`config.mk`:
```
export PLATFORM = sky130hd
export DESIGN_NAME = tagged_alu
export DESIGN_NICKNAME = d
export VERILOG_FILES = /design/src/rtl/tagged_alu.sv
export SDC_FILE = /design/constraint.sdc
export NUM_CORES = 1
export LEC_CHECK = 0
export BUFFER_PORTS_ARGS = -buffer_cell sky130_fd_sc_hd__buf_2
export CAP_MARGIN = 0
export CORE_ASPECT_RATIO = 1.2
export CORE_UTILIZATION = 57
export CTS_CLUSTER_DIAMETER = 150
export CTS_CLUSTER_SIZE = 28
export DETAILED_ROUTE_END_ITERATION = 8
export GPL_TIMING_DRIVEN = 0
export PLACE_DENSITY = 0.92
export SYNTH_ARGS = -nofsm -noshare
export SYNTH_HDL_FRONTEND = slang
export SYNTH_SLANG_ARGS = --single-unit
```
`constraint.sdc`:
```
create_clock -name clk -period 6.4 [get_ports clk]
set_clock_uncertainty 0.05 [all_clocks]
set_input_delay 0 -clock clk [delete_from_list [all_inputs] [get_ports clk]]
set_output_delay 0 -clock clk [all_outputs]
set_load 0.01 [all_outputs]
```
`src/rtl/tagged_alu.sv`:
```
module tagged_alu #(
  parameter int W     = 32,
  parameter int IMM_W = 16
) (
  input  logic             clk,
  input  logic             rst_n,
  input  logic             in_valid,
  input  logic [1:0]       opcode,
  input  logic [5:0]       tag_spec,
  input  logic [W-1:0]     src_a,
  input  logic [W-1:0]     src_b,
  input  logic [IMM_W-1:0] imm,
  output logic             out_valid,
  output logic [W-1:0]     result,
  output logic             lt,
  output logic             eq,
  output logic             skip
);
  localparam logic [1:0] OP_ADD = 2'b00, OP_SUB = 2'b01, OP_CMP = 2'b10, OP_ADDI = 2'b11;

  logic [2:0]   tag_w;
  logic [W-1:0] mask, pat, a_f, b_f, imm_x, sum;
  logic         a_ok, b_ok, is_sub, is_imm, ovf, nxt_skip;

  assign tag_w  = {1'b0, tag_spec[5:4]} + 3'd1;
  assign mask   = ~({W{1'b1}} << tag_w);
  assign pat    = {{(W-4){1'b0}}, tag_spec[3:0]} & mask;
  assign is_sub = (opcode == OP_SUB);
  assign is_imm = (opcode == OP_ADDI);

  assign imm_x  = {{(W-IMM_W){imm[IMM_W-1]}}, imm};
  assign a_f    = src_a & ~mask;
  assign b_f    = is_imm ? (imm_x << tag_w) : (src_b & ~mask);
  assign sum    = is_sub ? (a_f - b_f) : (a_f + b_f);

  assign a_ok   = (src_a & mask) == pat;
  assign b_ok   = is_imm || ((src_b & mask) == pat);

  assign ovf    = (opcode != OP_CMP) &&
                  ((a_f[W-1] ^ b_f[W-1]) == is_sub) &&
                  (sum[W-1] != a_f[W-1]);

  assign nxt_skip = !a_ok || !b_ok || ovf;

  always_ff @(posedge clk) begin
    if (!rst_n) begin
      out_valid <= 1'b0;
      result    <= '0;
      lt        <= 1'b0;
      eq        <= 1'b0;
      skip      <= 1'b0;
    end else begin
      out_valid <= in_valid;
      if (in_valid) begin
        skip <= nxt_skip;
        if (opcode == OP_CMP) begin
          result <= '0;
          lt     <= $signed(a_f) < $signed(b_f);
          eq     <= a_f == b_f;
        end else begin
          result <= sum | pat;
          lt     <= 1'b0;
          eq     <= 1'b0;
        end
      end
    end
  end
endmodule


```
## Word level (Yosys, flattened, before mapping)

Cells that the tools add are included.

- Register bits: 36
- Input bits: 91

- $lt $le $gt $ge: 1
- Bitwise gates (word level): 9
- Mux-type cells: 5
- Shifts and indexed selects: 2
- Add/subtract/negate cells: 3
- Reduce and logical (&&, ||, !) cells: 7
- Equality and inequality tests: 9

Operators by type and width:

| cell | number |
|---|---|
| 32-bit bitwise AND | 4 |
| 32-bit equality test | 3 |
| 32-bit two-way mux | 3 |
| 32-bit inverter | 2 |
| 32-bit adder | 1 |
| 4-bit by 32-bit bitwise AND with 32-bit output | 1 |
| 32-bit < comparator | 1 |
| 32-bit bitwise OR | 1 |
| 32-bit by 3-bit << shifter with 32-bit output | 1 |
| 32-bit by 3-bit << shifter with 32-bit output (first input constant) | 1 |
| 32-bit subtractor | 1 |
| 2-bit equality test (second input constant) | 2 |
| 2-bit by 1-bit adder with 3-bit output (second input constant) | 1 |
| 1-bit logical OR | 3 |
| 2-bit by 1-bit equality test with 1-bit output (second input constant) | 1 |
| 1-bit logical AND | 2 |
| 1-bit zero test | 2 |
| 1-bit two-way mux | 2 |
| 2-bit inequality test (second input constant) | 1 |
| 1-bit equality test | 1 |
| 1-bit inequality test | 1 |
| 1-bit XOR | 1 |

## Logic depth before layout (Yosys ltp)

- Depth in word-level cells: 11
- Depth in mapped cells: 22
- Mapped depth without buffers: 19

## Least setup slack after synthesis

Ideal clock, no wire load.

- Kind: input -> register
- From: input port tag_spec[4]
- To: register result[29]
- Slack: 1.586 ns
- Stages: 19
- Data arrival time: 4.644 ns
- Path buffers: 4
- Cell sequence: clkbuf_1 > inv_2 > ha_1 > buf_1 > clkbuf_1 > clkbuf_1 > nor3_1 > a32o_1 > ha_1 > a21oi_1 > o22ai_1 > o2111a_1 > or4_1 > a221oi_2 > o311ai_1 > a31o_1 > a221oi_2 > mux2i_1 > a211o_1

- Cells in the longest elaborated chain, start to end: 10
- Elaborated cells between the ends (all ways): 14
- Those cells by class: add/sub (3); shift (2); mux (3); bitwise (6)

RTL lines:

| what | RTL line | RTL |
|---|---|---|
| from (decl) | 9 | `input logic [5:0] tag_spec,` |
| 2-bit by 1-bit adder with 3-bit output (*) | 25 | `assign tag_w = {1'b0, tag_spec[5:4]} + 3'd1;` |
| 32-bit by 3-bit << shifter with 32-bit output | 26 | `assign mask = ~({W{1'b1}} << tag_w);` |
| 32-bit inverter | 26 |  |
| 32-bit inverter | 32, 33 |  |
| 32-bit bitwise AND | 33 | `assign b_f = is_imm ? (imm_x << tag_w) : (src_b & ~mask);` |
| 32-bit two-way mux | 33 |  |
| 32-bit adder or 32-bit subtractor (tied branches) | 34 | `assign sum = is_sub ? (a_f - b_f) : (a_f + b_f);` |
| 32-bit two-way mux | 34 |  |
| 32-bit bitwise OR (*) | 61 | `result <= sum \| pat;` |
| 32-bit two-way mux (*) | 56 | `if (opcode == OP_CMP) begin` |
| to (signal assigned) | 61 |  |
| to (decl) | 14 | `output logic [W-1:0] result,` |

Mark *: on every way between the ends. The rest lies on a longest branch, timed or not.
A chain may end at the register's enable or synchronous reset.

## Worst setup path after layout

- From: input port tag_spec[4]
- To: register lt

- Cells in the longest elaborated chain, start to end: 8
- Elaborated cells between the ends (all ways): 10
- Those cells by class: add/sub (1); order compare (1); shift (2); mux (2); bitwise (4)

RTL lines:

| what | RTL line | RTL |
|---|---|---|
| 2-bit by 1-bit adder with 3-bit output (*) | 25 |  |
| 32-bit by 3-bit << shifter with 32-bit output | 26 |  |
| 32-bit inverter | 26 |  |
| 32-bit inverter | 32, 33 |  |
| 32-bit bitwise AND | 33 |  |
| 32-bit two-way mux | 33 |  |
| 32-bit < comparator (*) | 58 | `lt <= $signed(a_f) < $signed(b_f);` |
| 1-bit two-way mux (*) | 56 |  |
| to (signal assigned) | 58 |  |
| to (decl) | 15 | `output logic lt,` |

Marks and branches as above.

==> impl_metrics.py <==
metrics = {
    "status": {
        "outcome": "complete, no violations",
    },
    "clock_network": {
        "ctsResizeCount": 0,
        "clock_path_buffers": 2,
        "cts_buffers": 5,
        "cts_max_level": 2,
        "clockRootBuffer": "clkbuf_16",
        "worstSkewPairLatency_ns": 0.28,
        "cts_sinks": 36,
        "cts_tree": "done",
        "postCtsSetupBuffers": 0,
        "clkTransAtPathRegs_ns": 0.06,
    },
    "timing": {
        "setup_viol_count_final": 0,
        "layout_setup_ws_ns": 0.579,
        "slew_violations": 0,
        "timing.hold.ws_ns": 0.0378,
        "hold_violations": 0,
        "tightest_slew_ns": 1.05,
        "grt_setup_unrepaired": "no",
        "relSlewSlack_pct": 29.4,
        "fin_crit_ns": 5.82,
        "timing.final.crit_share_pct": 91.0,
        "max_freq_mhz": 172,
        "finalSetupTns_ns": 0,
    },
    "route": {
        "drc_errors": 0,
        "vias_per_cell": 6.29,
        "drtPass1Iterations": 5,
        "antenna_left": 0,
        "route.vias.total": 7072,
        "route.detailed.wl_per_inst_um": 18.0,
        "drt-total-wl_mm": 20.2,
        "drt_iter0_drc": 543,
    },
    "critical_path": {
        "cp-start-kind": "primary input",
        "required_ns": 6.53,
        "cp-end-kind": "flip-flop",
        "path_class": "primary input to flip-flop",
        "worst-path-max-fanout": 11,
        "arrival_ns": 5.95,
    },
    "global_route": {
        "grt_max_degree": 12,
        "grt.overflow.total": 0,
        "use_met2_pct": 60.9,
        "grt_use_total_pct": 37.3,
        "first_global_vias": 6587,
        "antenna_found_initial": 1,
        "grt_pass1_wl_mm": 31.6,
        "globalRouteMet1Util_pct": 45.7,
        "grt_util_met3_pct": 4.52,
        "grt_busiest_layer": "met2",
    },
    "yosys": {
        "syn_inst": 867,
        "yosys_most_used_dff": "dfxtp_1",
        "ys_types": 71,
        "synth-seq-cells": 36,
        "syn_area_per_cell_sq_um": 6.93,
        "synthesis.area_sq_um": 6000,
        "yosysWarnings": 0,
        "ys_async_sr_fraction_pct": 0,
        "synth_edf_count": 0,
        "synth_nets": 1029,
        "ys_seq_area_share_pct": 12.0,
    },
    "power_and_ir_drop": {
        "p_per_area_nw_per_um2": 176,
        "peakVddDrop_mv": 0.0800,
        "p_leak_nw": 3.28,
        "total_power_mw": 1.22,
    },
    "placement": {
        "gp_congestion": 0.989,
        "portBuffers": 123,
        "dp_hpwl_mm": 16.2,
        "post-place-ws_ns": 0.269,
        "placed_area_sq_um": 6780,
        "dpl.cell_count": 1116,
    },
    "finish": {
        "final_common_cell": "buf_2",
        "stdcell_count": 1125,
        "syn_to_final_growth_pct": 15.6,
        "design_area_sq_um": 6940,
        "fin_util_pct": 68.7,
        "drive_above_1_share_pct": 15.4,
        "num_antenna_cells": 0,
        "num-nets-final": 1160,
        "layout_common_cells": "buf_2 (124), nand2_1 (92), a21oi_1 (91)",
    },
    "min_path": {
        "hold_class": "primary input to flip-flop",
    },
    "die": {
        "initial_utilization_pct": 59.4,
        "die_h_um": 114,
        "num_rows": 40,
        "dieArea_sq_um": 11000,
        "coreArea_sq_um": 10100,
        "pin_count": 127,
        "die_x_um": 95.7,
    },
    "flow_run": {
        "cap_violations": 0,
    },
}
-- flip-flops by register name, summed over array words and instances, names as in the netlist --
name and count:
result 32, out_valid 1, skip 1, lt 1
eq 1
-- metal layers --
metal / routed length, um / up-vias
met1: 8170 / 3221
li1: - / 3373
met4: 1170 / 0
met3: 1440 / 98
met2: 9420 / 380
met5: 0 / -
-- critical path, stage by stage --
cell and delay [ns]:
buf_2 0.10, clkbuf_1 0.37, inv_2 0.20, ha_1 0.65, clkbuf_1 0.48, clkbuf_1 0.39, nor3b_1 0.17, a32o_1 0.29
ha_1 0.22, fa_1 0.44, o21bai_1 0.28, a211oi_1 0.18, nor4_1 0.28, nor3_1 0.12, o311ai_1 0.60, a21oi_1 0.36
o41ai_1 0.44, o221ai_1 0.18, and2_1 0.19
-- path summary, 6_finish.rpt --
path / from / endpoint / slack [ns] / cells after the start
setup / recovery: tag_spec[4] / lt / 0.58 / 19
hold reg to reg: result[28] / result[28] / 0.39 / 2
setup reg to reg: skip / skip / 5.00 / 4
hold / removal: tag_spec[3] / result[3] / 0.04 / 3
-- synth_stat cells, types with 4 or more instances --
cell,number,share of area [%]
o21ai_0,60,5.0
a31oi_1,8,0.83
a21boi_0,5,0.63
o21bai_1,10,1.3
a22o_1,5,0.73
or4_1,5,0.63
mux2i_1,20,3.3
a21o_1,20,2.5
nor2_1,67,4.2
ha_1,69,14
buf_1,5,0.31
dfxtp_1,36,12
nor3_1,23,1.9
inv_1,71,4.4
xor2_1,8,1.2
a211oi_1,9,1.1
clkbuf_1,44,2.8
and2_1,4,0.42
nor4_1,7,0.73
o22ai_1,6,0.63
nor2b_1,12,1.3
or3_1,4,0.42
nand2_1,92,5.8
o21a_1,21,2.6
and3_1,8,0.83
nand3_1,24,2.0
o211ai_1,6,0.75
a2111oi_0,4,0.58
a211o_1,4,0.58
nand4_1,5,0.52
o31ai_1,12,1.5
a21oi_1,91,7.6
mux4_2,7,2.6
nand2b_1,8,0.83
xnor2_1,29,4.2
-- timing repair --
action	CTS	global route
hold endpoints to repair	3	0
hold buffers	2	0
setup endpoints to repair	0	3
-- cell families (layout without fill, tap and decap cells) --
logic type	after synthesis	count (layout)	share of synthesized area, %
mux	30	30	6.52
fa+ha+maj	71	71	15.0
buf+inv	124	256	7.84
xor+xnor	37	37	5.40
compound gates	304	304	32.9
flops	36	36	12.0
simple gates	265	265	20.3
-- power by group --
part / internal (mW) / switching (mW)
Sequential: 0.249 / 0.0110
Clock: 0.154 / 0.103
Combinational: 0.272 / 0.436
-- area by class of cell --
class,instances,area (sq um)
plain buffers,50,193
fillers,903,3170
repair buffers,125,636
multi-input cells,707,4810
clock buffers,6,139
flip-flops and latches,36,721
inverters,73,274
well taps,126,158
clock inverters,2,10.0
Power figures use the tool's default switching activity.
